## config.mk

```make
export PLATFORM = sky130hd
export DESIGN_NAME = stereo_vol_ctrl
export DESIGN_NICKNAME = d
export VERILOG_FILES = /design/src/rtl/vc_pkg.sv /design/src/rtl/vc_sync.sv /design/src/rtl/vc_ctl_port.sv /design/src/rtl/vc_chan.sv /design/src/rtl/stereo_vol_ctrl.sv
export SDC_FILE = /design/constraint.sdc
export NUM_CORES = 1
export LEC_CHECK = 0
export BUFFER_PORTS_ARGS = -buffer_cell sky130_fd_sc_hd__buf_2
export CELL_PAD_IN_SITES_DETAIL_PLACEMENT = 1
export CELL_PAD_IN_SITES_GLOBAL_PLACEMENT = 1
export CORE_MARGIN = 3
export CORE_UTILIZATION = 45
export DETAILED_ROUTE_END_ITERATION = 8
export PLACE_DENSITY_LB_ADDON = 0.1
export SKIP_LAST_GASP = 1
export SLEW_MARGIN = 10
export SYNTH_ARGS = -nofsm -noshare
export SYNTH_HDL_FRONTEND = slang
export SYNTH_HIERARCHICAL = 1
export SYNTH_SLANG_ARGS = --single-unit
```

## constraint.sdc

```tcl
create_clock -name clk -period 5.2 [get_ports clk]
set_input_delay 0.52 -clock clk [delete_from_list [all_inputs] [get_ports clk]]
set_output_delay 0.52 -clock clk [all_outputs]
set_load 0.05 [all_outputs]
```

## src/rtl/vc_pkg.sv

```systemverilog
package vc_pkg;

    localparam int SMP_W    = 24;
    localparam int VOL_W    = 10;
    localparam int WORD_W   = 16;
    localparam int CH_COUNT = 2;

    localparam int CH_BIT   = WORD_W - 1;
    localparam int MUTE_BIT = WORD_W - 2;
    localparam int CNT_W    = $clog2(WORD_W + 1);
    localparam int PROD_W   = SMP_W + VOL_W + 1;

    localparam logic [VOL_W-1:0] VOL_DEFAULT = '1;

    typedef enum logic {
        CH_LEFT  = 1'b0,
        CH_RIGHT = 1'b1
    } chan_e;

    typedef struct packed {
        chan_e            ch;
        logic             mute;
        logic [VOL_W-1:0] vol;
    } ctl_wr_t;

    typedef logic signed [SMP_W-1:0] sample_t;

    function automatic logic [VOL_W-1:0] gain_step(
        input logic [VOL_W-1:0] cur,
        input logic [VOL_W-1:0] tgt
    );
        if (cur < tgt)
            return cur + 1'b1;
        else if (cur > tgt)
            return cur - 1'b1;
        else
            return cur;
    endfunction

    function automatic sample_t apply_gain(
        input sample_t          x,
        input logic [VOL_W-1:0] g
    );
        logic signed [PROD_W-1:0] xe;
        logic signed [PROD_W-1:0] ge;
        logic signed [PROD_W-1:0] p;
        xe = PROD_W'(x);
        ge = PROD_W'($signed({1'b0, g}));
        p  = xe * ge + (PROD_W'(1) <<< (VOL_W - 1));
        return SMP_W'(p >>> VOL_W);
    endfunction

endpackage

```

## src/rtl/vc_sync.sv

```systemverilog
module vc_sync #(
    parameter int STAGES = 2,
    parameter int W      = 1
) (
    input  logic         clk,
    input  logic         rst,
    input  logic [W-1:0] d,
    output logic [W-1:0] q
);
    logic [W-1:0] st [STAGES];

    always_ff @(posedge clk) begin
        if (rst) begin
            for (int i = 0; i < STAGES; i++)
                st[i] <= '0;
        end else begin
            st[0] <= d;
            for (int i = 1; i < STAGES; i++)
                st[i] <= st[i-1];
        end
    end

    assign q = st[STAGES-1];
endmodule

```

## src/rtl/vc_ctl_port.sv

```systemverilog
module vc_ctl_port
    import vc_pkg::*;
#(
    parameter int SYNC_STAGES = 2
) (
    input  logic    clk,
    input  logic    rst,
    input  logic    ctl_clk,
    input  logic    ctl_dat,
    input  logic    ctl_lat,
    output logic    wr_vld,
    output ctl_wr_t wr
);
    logic [2:0]        syn;
    logic              s_dat, s_clk, s_lat;
    logic              prev_clk, prev_lat;
    logic              clk_rise, lat_rise;
    logic [WORD_W-1:0] sh;
    logic [CNT_W-1:0]  cnt;
    logic              rsv_unused;

    vc_sync #(.STAGES(SYNC_STAGES), .W(3)) u_sync (
        .clk (clk),
        .rst (rst),
        .d   ({ctl_lat, ctl_clk, ctl_dat}),
        .q   (syn)
    );

    assign {s_lat, s_clk, s_dat} = syn;
    assign clk_rise   = s_clk & ~prev_clk;
    assign lat_rise   = s_lat & ~prev_lat;
    // reserved field of the word is ignored by design
    assign rsv_unused = ^sh[MUTE_BIT-1:VOL_W];

    always_ff @(posedge clk) begin
        if (rst) begin
            prev_clk <= 1'b0;
            prev_lat <= 1'b0;
            sh       <= '0;
            cnt      <= '0;
            wr_vld   <= 1'b0;
            wr       <= '{ch: CH_LEFT, mute: 1'b0, vol: VOL_DEFAULT};
        end else begin
            prev_clk <= s_clk;
            prev_lat <= s_lat;
            wr_vld   <= 1'b0;
            if (lat_rise) begin
                wr_vld  <= (cnt == CNT_W'(WORD_W));
                wr.ch   <= chan_e'(sh[CH_BIT]);
                wr.mute <= sh[MUTE_BIT];
                wr.vol  <= sh[VOL_W-1:0];
                cnt     <= '0;
            end else if (clk_rise) begin
                sh <= {sh[WORD_W-2:0], s_dat};
                if (cnt != CNT_W'(WORD_W))
                    cnt <= cnt + 1'b1;
            end
        end
    end
endmodule

```

## src/rtl/vc_chan.sv

```systemverilog
module vc_chan
    import vc_pkg::*;
(
    input  logic             clk,
    input  logic             rst,
    input  logic             wr_en,
    input  logic             wr_mute,
    input  logic [VOL_W-1:0] wr_vol,
    input  logic             hw_mute,
    input  logic             smp_vld,
    input  sample_t          smp_in,
    output sample_t          smp_out,
    output logic [VOL_W-1:0] gain_o
);
    logic [VOL_W-1:0] vol_q;
    logic             mute_q;
    logic [VOL_W-1:0] gain_q;
    logic [VOL_W-1:0] target;

    assign target = (mute_q | hw_mute) ? '0 : vol_q;
    assign gain_o = gain_q;

    always_ff @(posedge clk) begin
        if (rst) begin
            vol_q  <= VOL_DEFAULT;
            mute_q <= 1'b0;
        end else if (wr_en) begin
            vol_q  <= wr_vol;
            mute_q <= wr_mute;
        end
    end

    always_ff @(posedge clk) begin
        if (rst) begin
            gain_q  <= VOL_DEFAULT;
            smp_out <= '0;
        end else if (smp_vld) begin
            smp_out <= apply_gain(smp_in, gain_q);
            gain_q  <= gain_step(gain_q, target);
        end
    end
endmodule

```

## src/rtl/stereo_vol_ctrl.sv

```systemverilog
module stereo_vol_ctrl
    import vc_pkg::*;
#(
    parameter int SYNC_STAGES = 2
) (
    input  logic             clk,
    input  logic             rst,
    input  logic             pd_n,
    input  logic             ctl_clk,
    input  logic             ctl_dat,
    input  logic             ctl_lat,
    input  logic             hw_mute,
    input  logic             smp_vld,
    input  logic [SMP_W-1:0] smp_l,
    input  logic [SMP_W-1:0] smp_r,
    output logic             out_vld,
    output logic [SMP_W-1:0] out_l,
    output logic [SMP_W-1:0] out_r
);
    logic             rst_all;
    logic             wr_vld;
    ctl_wr_t          wr;
    sample_t          in_a   [CH_COUNT];
    sample_t          out_a  [CH_COUNT];
    logic [VOL_W-1:0] gain_a [CH_COUNT];
    logic [VOL_W-1:0] gain_l, gain_r;

    assign rst_all = rst | ~pd_n;

    vc_ctl_port #(.SYNC_STAGES(SYNC_STAGES)) u_port (
        .clk     (clk),
        .rst     (rst_all),
        .ctl_clk (ctl_clk),
        .ctl_dat (ctl_dat),
        .ctl_lat (ctl_lat),
        .wr_vld  (wr_vld),
        .wr      (wr)
    );

    assign in_a[0] = sample_t'(smp_l);
    assign in_a[1] = sample_t'(smp_r);

    for (genvar c = 0; c < CH_COUNT; c++) begin : g_ch
        vc_chan u_ch (
            .clk     (clk),
            .rst     (rst_all),
            .wr_en   (wr_vld && (int'(wr.ch) == c)),
            .wr_mute (wr.mute),
            .wr_vol  (wr.vol),
            .hw_mute (hw_mute),
            .smp_vld (smp_vld),
            .smp_in  (in_a[c]),
            .smp_out (out_a[c]),
            .gain_o  (gain_a[c])
        );
    end

    assign out_l  = out_a[0];
    assign out_r  = out_a[1];
    assign gain_l = gain_a[0];
    assign gain_r = gain_a[1];

    always_ff @(posedge clk) begin
        if (rst_all)
            out_vld <= 1'b0;
        else
            out_vld <= smp_vld;
    end
endmodule


```

==> impl_metrics.yaml, run 1 <==
status:
  status: "finished, violations left"
  failed_checks: "negative setup slack"
final_layout:
  nNetsFinal: 3631
  drive_gt1_frac: 0.2287
  final_cell_mix: "495 x inv_1, 383 x fa_1, 371 x nand2_1"
  area_growth_pct: 24.11
  final_common_cell: "inv_1"
drt:
  drc_errors: 0
  via_count: 19104
  vias_per_cell: 5.263
  drt-total-wl_mm: 69.89
  antenna_left: 0
  dr.pass1.iters: 7
  wl_per_cell_um: 19.25
  drt-initial-drc-count: 802
floorplanning:
  die_area_mm2: 0.05402
  std_cell_rows: 82
  fp.dieW_um: 232.4
  core_mm2: 0.05038
  die_h_um: 232.4
  ios: 105
  initial_core_util: 0.4580
sta:
  setup_viol: 21
  rsz0062_at_grt: "true"
  fmaxAchievable_mhz: 183.6
  tightest_slew_ns: 1.169
  min_period_ns: 5.446
  final_hold_viol_count: 0
  finalClockSkew_ns: 0.01174
  max-slew-margin-rel: 0.2205
  final_max_slew_viol_count: 0
  fin_ws_ns: -0.2463
  post-route-period-util: 1.047
synth:
  ys_types: 83
  postSynthCellCount: 2620
  synth_ff_type: "dfxtp_1"
  synth-seq-cells: 133
  syn_area_mm2: 0.02307
  synth_edf_count: 0
  seq_area_frac_synth: 0.1154
  syn_area_per_cell_um2: 8.806
  synth_fp_nets: 3308
  synthArstFlopShare: 0
  yosysWarningCount: 6
global_route:
  grt_max_degree: 62
  grt_pass1_vias: 21661
  antenna_found_initial: 2
  gr-total-overflow: 0
  grt.total_usage: 0.2625
  grt_pass1_wl_mm: 112.4
setup_path:
  cp_max_fo: 12
  cp.required_ns: 5.53
  end_kind: "flop"
  worstPathArrival_ns: 5.77
  crit_path_start_kind: "flop"
  path_class: "reg2reg"
placed_design:
  numPortBuffers: 104
  gp_congestion: 0.8194
  post-place-ws_ns: -0.6296
  dp_hpwl_mm: 53.61
cts:
  worst_skew_pair.late_latency_ns: 0.44
  clk_pin_slew_ns: 0.06
  htree_levels: 4
  cts_num_sinks: 133
  root_buffer: "clkbuf_16"
  cts_tree: "done"
  cts_made_buffers: 17
  cts_max_path_buffers: 2
hold_path:
  hold_class: "in2reg"
run:
  maxCapViolations: 0
[through the flow]
step,setup TNS [ns],util,hold WS (ns),std cells,area (um2)
finish,-2.320,0.5684,0.2963,3630,28640
floorplan,-0.5854,-,0.4138,2620,23480
global route,-7.194,0.5684,0.2956,3630,28640
global placement,-10.37,0.5261,0.4201,3552,26500
detailed placement,-14.84,0.5261,0.4304,3552,26500
CTS,-1.894,0.5582,0.2782,3621,28120
[layout make-up]
type | instances | area, um2
multi-input cells | 1841 | 19030
repair buffers | 438 | 3551
fillers | 5817 | 21740
well taps | 672 | 840.8
flip-flops and latches | 133 | 2703
clock inverters | 13 | 145.1
diodes | 2 | 5.005
clock buffers | 19 | 442.9
inverters | 512 | 1922
[synth_stat cells, types with 5 or more instances]
library cell	n	area (um2)
a211oi_1	6	45.04
a21o_1	31	232.7
a21oi_1	76	380.4
a31oi_1	6	37.54
and2_1	230	1439
and3_1	18	112.6
buf_1	12	45.04
buf_2	7	35.03
buf_4	7	52.55
clkbuf_1	107	401.6
dfxtp_1	133	2663
fa_1	412	8248
ha_1	220	2753
inv_1	512	1922
mux2i_1	47	470.5
nand2_1	382	1434
nand2b_1	7	43.79
nand3_1	55	275.3
nand3b_1	5	37.54
nand4_1	10	62.56
nor2_1	49	183.9
nor2b_1	17	106.4
nor3_1	29	145.1
o2111ai_1	5	43.79
o211ai_1	15	112.6
o21a_1	6	45.04
o21ai_0	41	205.2
o21ai_1	7	35.03
o21bai_1	7	52.55
o22ai_1	5	31.28
or3_1	10	62.56
xnor2_1	34	297.8
xor2_1	16	140.1
[timing repair]
item / 4_1_cts / 5_1_grt
setup buffers: 32 / 12
pin swaps: 99 / 77
gates resized for setup: 144 / 98
endpoints found under the setup margin: 38 / 41
cloned: 5 / 1
hold buffers: 0 / 0
endpoints found under the hold margin: 0 / 0
[logic make-up after synthesis]
| kind of cell | after synthesis | share of synthesized area |
|---|---|---|
| flip-flops | 133 | 0.1154 |
| AO/OA/AOI/OAI | 268 | 0.08032 |
| AND/OR/NAND/NOR | 844 | 0.1812 |
| multiplexers | 47 | 0.02039 |
| adder cells (fa/ha/maj) | 632 | 0.4768 |
| buffers and inverters | 646 | 0.1069 |
| XOR/XNOR | 50 | 0.01898 |
[final timing paths]
kind,start,end,slack (ns),cells after the start
worst max-delay path,g_ch[0].u_ch/gain_o[5],g_ch[0].u_ch/smp_out[16],-0.25,17
worst max register to register,g_ch[0].u_ch/gain_o[5],g_ch[0].u_ch/smp_out[16],-0.25,17
worst min-delay path,ctl_clk,u_port/u_sync/st[0][1],0.30,2
worst min register to register,u_port/u_sync/st[0][1],u_port/u_sync/st[0][4],0.44,1
[worst max-delay path, cell delays in order, from the launching register on]
cell and delay [ns]:
dfxtp_4 0.36, buf_12 0.14, nand2_4 0.05, fa_1 0.55, fa_1 0.45, fa_1 0.50
inv_1 0.06, fa_1 0.46, fa_1 0.53, ha_4 0.22, and3_4 0.16, a221oi_4 0.31
a21oi_4 0.15, nor3_4 0.28, a31oi_4 0.14, o41a_4 0.52, a21o_1 0.18, a211o_1 0.25
[flip-flops by register name (all words and copies together), names as in the netlist]
name,count
u_port/cnt,5
u_port/sh,16
u_port/prev_lat,1
u_port/u_sync/st,6
g_ch.u_ch/gain_o,20
u_port/wr_vld,1
out_vld,1
g_ch.u_ch/vol_q,20
u_port/wr,12
g_ch.u_ch/mute_q,2
g_ch.u_ch/smp_out,48
u_port/prev_clk,1
[per-layer routing]
metal / global-route usage / share of wire / up-vias / wire [um]
met4: 0.08269 / 0.029 / 0 / 2046
met2: 0.4625 / 0.51 / 327 / 35920
met5: 0 / 0 / - / 0
met3: 0.03428 / 0.032 / 125 / 2220
li1: - / - / 8782 / -
met1: 0.3346 / 0.42 / 9870 / 29700
Power of run 1 is not shown: default switching activity piles up to over one toggle a cycle in this logic, so the estimate is an artifact.
==> run 2: changes to the inputs <==
==> constraint.sdc (replaced) <==
create_clock -name clk -period 5.2 [get_ports clk]
set_input_delay 1.04 -clock clk [delete_from_list [all_inputs] [get_ports clk]]
set_output_delay 1.04 -clock clk [all_outputs]
set_load 0.05 [all_outputs]
==> run 2 against run 1 <==
  * The flow still finishes with violations (negative setup slack)
  * Sequential share of layout area down 0.34 points
  * First-iteration DRC count decreased by 5.9%
  * Global-route usage is 0.41 points lower
  * Flip-flop and latch count did not move
  * Wire length decreased by 1.5%
  * Critical path type is now in2reg
  * Cell area up 2.5%
  * Non-clock buffer count increased by 40
==> impl_metrics.yaml, run 2 (same netlist as run 1, synthesis figures left out) <==
status:
  status: "finished, violations left"
  failed_checks: "negative setup slack"
hold_path:
  hold_class: "reg2reg"
  hold_end: "u_port/u_sync/st[0][5]"
  min_from: "u_port/u_sync/st[0][2]"
  min_path_cells: 1
setup_path:
  worstPathArrival_ns: 5.95
  crit_cells: 18
  reg2reg_depth: 19
  r2r_slack_ns: -0.27
  critPathBufInv: 3
  cp_top_family: "adder cells"
  reg2reg_from: "g_ch[0].u_ch/gain_o[5]"
  crit_path_start_kind: "primary input"
  cp.required_ns: 5.55
  crit_chain: "buf_12, nand2_4, fa_1, fa_1, fa_1, inv_1, fa_1, fa_1, ha_4, and3_4, o2111ai_4, a21oi_4, buf_6, o21bai_4, o21ba_4, a2111o_1, a2111o_1, o211ai_1"
  path_class: "in2reg"
  crit_path_max_incr_delay_ns: 0.56
  cp_slowest_cell: "fa_1"
  end_kind: "flop"
  worstReg2RegEnd: "g_ch[0].u_ch/smp_out[23]"
  cp_max_fo: 7
  path_common_cell: "fa_1"
final_layout:
  final_common_cell: "inv_1"
  area.sequential_mm2: 0.002669
  nNetsFinal: 3671
  largest_reg_flops: 48
  drive_gt1_frac: 0.2507
  multiInputGateArea_mm2: 0.01925
  regMostFlops: "g_ch.u_ch/smp_out"
  diodes: 0
  area_growth_pct: 27.16
  fillers: 5753
  final_cell_mix: "489 x inv_1, 384 x fa_1, 344 x nand2_1"
global_route:
  grt.total_usage: 0.2584
  grt_max_degree: 55
  gr-total-overflow: 0
  antenna_found_initial: 0
  grt_pass1_vias: 21736
  grt_pass1_wl_mm: 111.7
drt:
  antenna_left: 0
  via_count: 19071
  dr.pass1.iters: 4
  vias_per_cell: 5.199
  drt-total-wl_mm: 68.87
  drt-initial-drc-count: 755
  wl_per_cell_um: 18.77
  drc_errors: 0
floorplanning:
  ios: 105
  die_h_um: 232.4
  die_area_mm2: 0.05402
  fp.dieW_um: 232.4
  std_cell_rows: 82
  initial_core_util: 0.4580
  core_mm2: 0.05038
placed_design:
  gp_congestion: 0.8650
  numPortBuffers: 104
  post-place-ws_ns: -1.164
  dp_hpwl_mm: 54.77
cts:
  cts_hold_buf: 0
  worst_skew_pair.late_latency_ns: 0.43
  clk_pin_slew_ns: 0.07
  cts_max_path_buffers: 2
  cts_num_sinks: 133
  cts_made_buffers: 17
  root_buffer: "clkbuf_16"
  cts_tree: "done"
  htree_levels: 4
sta:
  tightest_slew_ns: 1.193
  post-route-period-util: 1.077
  final_max_slew_viol_count: 0
  max-slew-margin-rel: 0.2049
  rsz0062_at_grt: "true"
  fin_ws_ns: -0.3993
  fmaxAchievable_mhz: 178.6
  setup_viol: 36
  min_period_ns: 5.599
  finalClockSkew_ns: 0.009155
  fin_setup_tns_ns: -7.341
  final_hold_viol_count: 0
run:
  maxCapViolations: 0
[run 2: cell count changes in the layout (fill, tap and decap cells not counted), sizes merged]
cell      before  now
bufbuf         3    0
diode          2    0
clkinv         6    3
inv          517  520
bufinv         2    0
buf          434  476
clkinvlp       0    3
[run 2: repair_timing]
| action | in CTS | in global routing |
|---|---|---|
| hold endpoints to repair | 0 | 0 |
| pin swaps | 125 | 113 |
| setup endpoints to repair | 42 | 44 |
| cloned | 0 | 0 |
| buffers inserted | 25 | 31 |
| resized for setup | 184 | 154 |
[run 2: final cells by class]
cell class	instances	area share
multi-input combinational	1841	0.6561
inverter	512	0.06550
tap	672	0.02866
clock inverter	14	0.003966
clock buffer	18	0.01497
timing repair buffer	478	0.1398
sequential	133	0.09096
[run 2: worst max path at each step]
stage / startpoint / endpoint
3_3_place_gp: smp_l[4] / g_ch[0].u_ch/smp_out[23]
4_1_cts: smp_l[4] / g_ch[0].u_ch/smp_out[16]
5_1_grt: smp_l[4] / g_ch[0].u_ch/smp_out[15]
6_report: smp_l[4] / g_ch[0].u_ch/smp_out[23]
3_5_place_dp: smp_l[2] / g_ch[0].u_ch/smp_out[21]
2_1_floorplan: smp_l[4] / g_ch[0].u_ch/smp_out[19]
[run 2: routing by layer]
metal | track usage | wire (um)
met5 | 0 | 0
met4 | 0.06255 | 1565
met3 | 0.02118 | 1439
met2 | 0.4693 | 36330
met1 | 0.3331 | 29540
[run 2: metrics by stage]
step	cell area (um2)	hold WS, ns	util	cells
4_1_cts	28500	0.4515	0.5658	3643
2_1_floorplan	23740	0.4138	-	2620
3_5_place_dp	27020	0.4355	0.5363	3589
5_1_grt	29340	0.4570	0.5824	3668
3_3_place_gp	27020	0.4173	0.5363	3589
6_report	29340	0.4447	0.5824	3668
Power of run 2 is left out for the same reason.
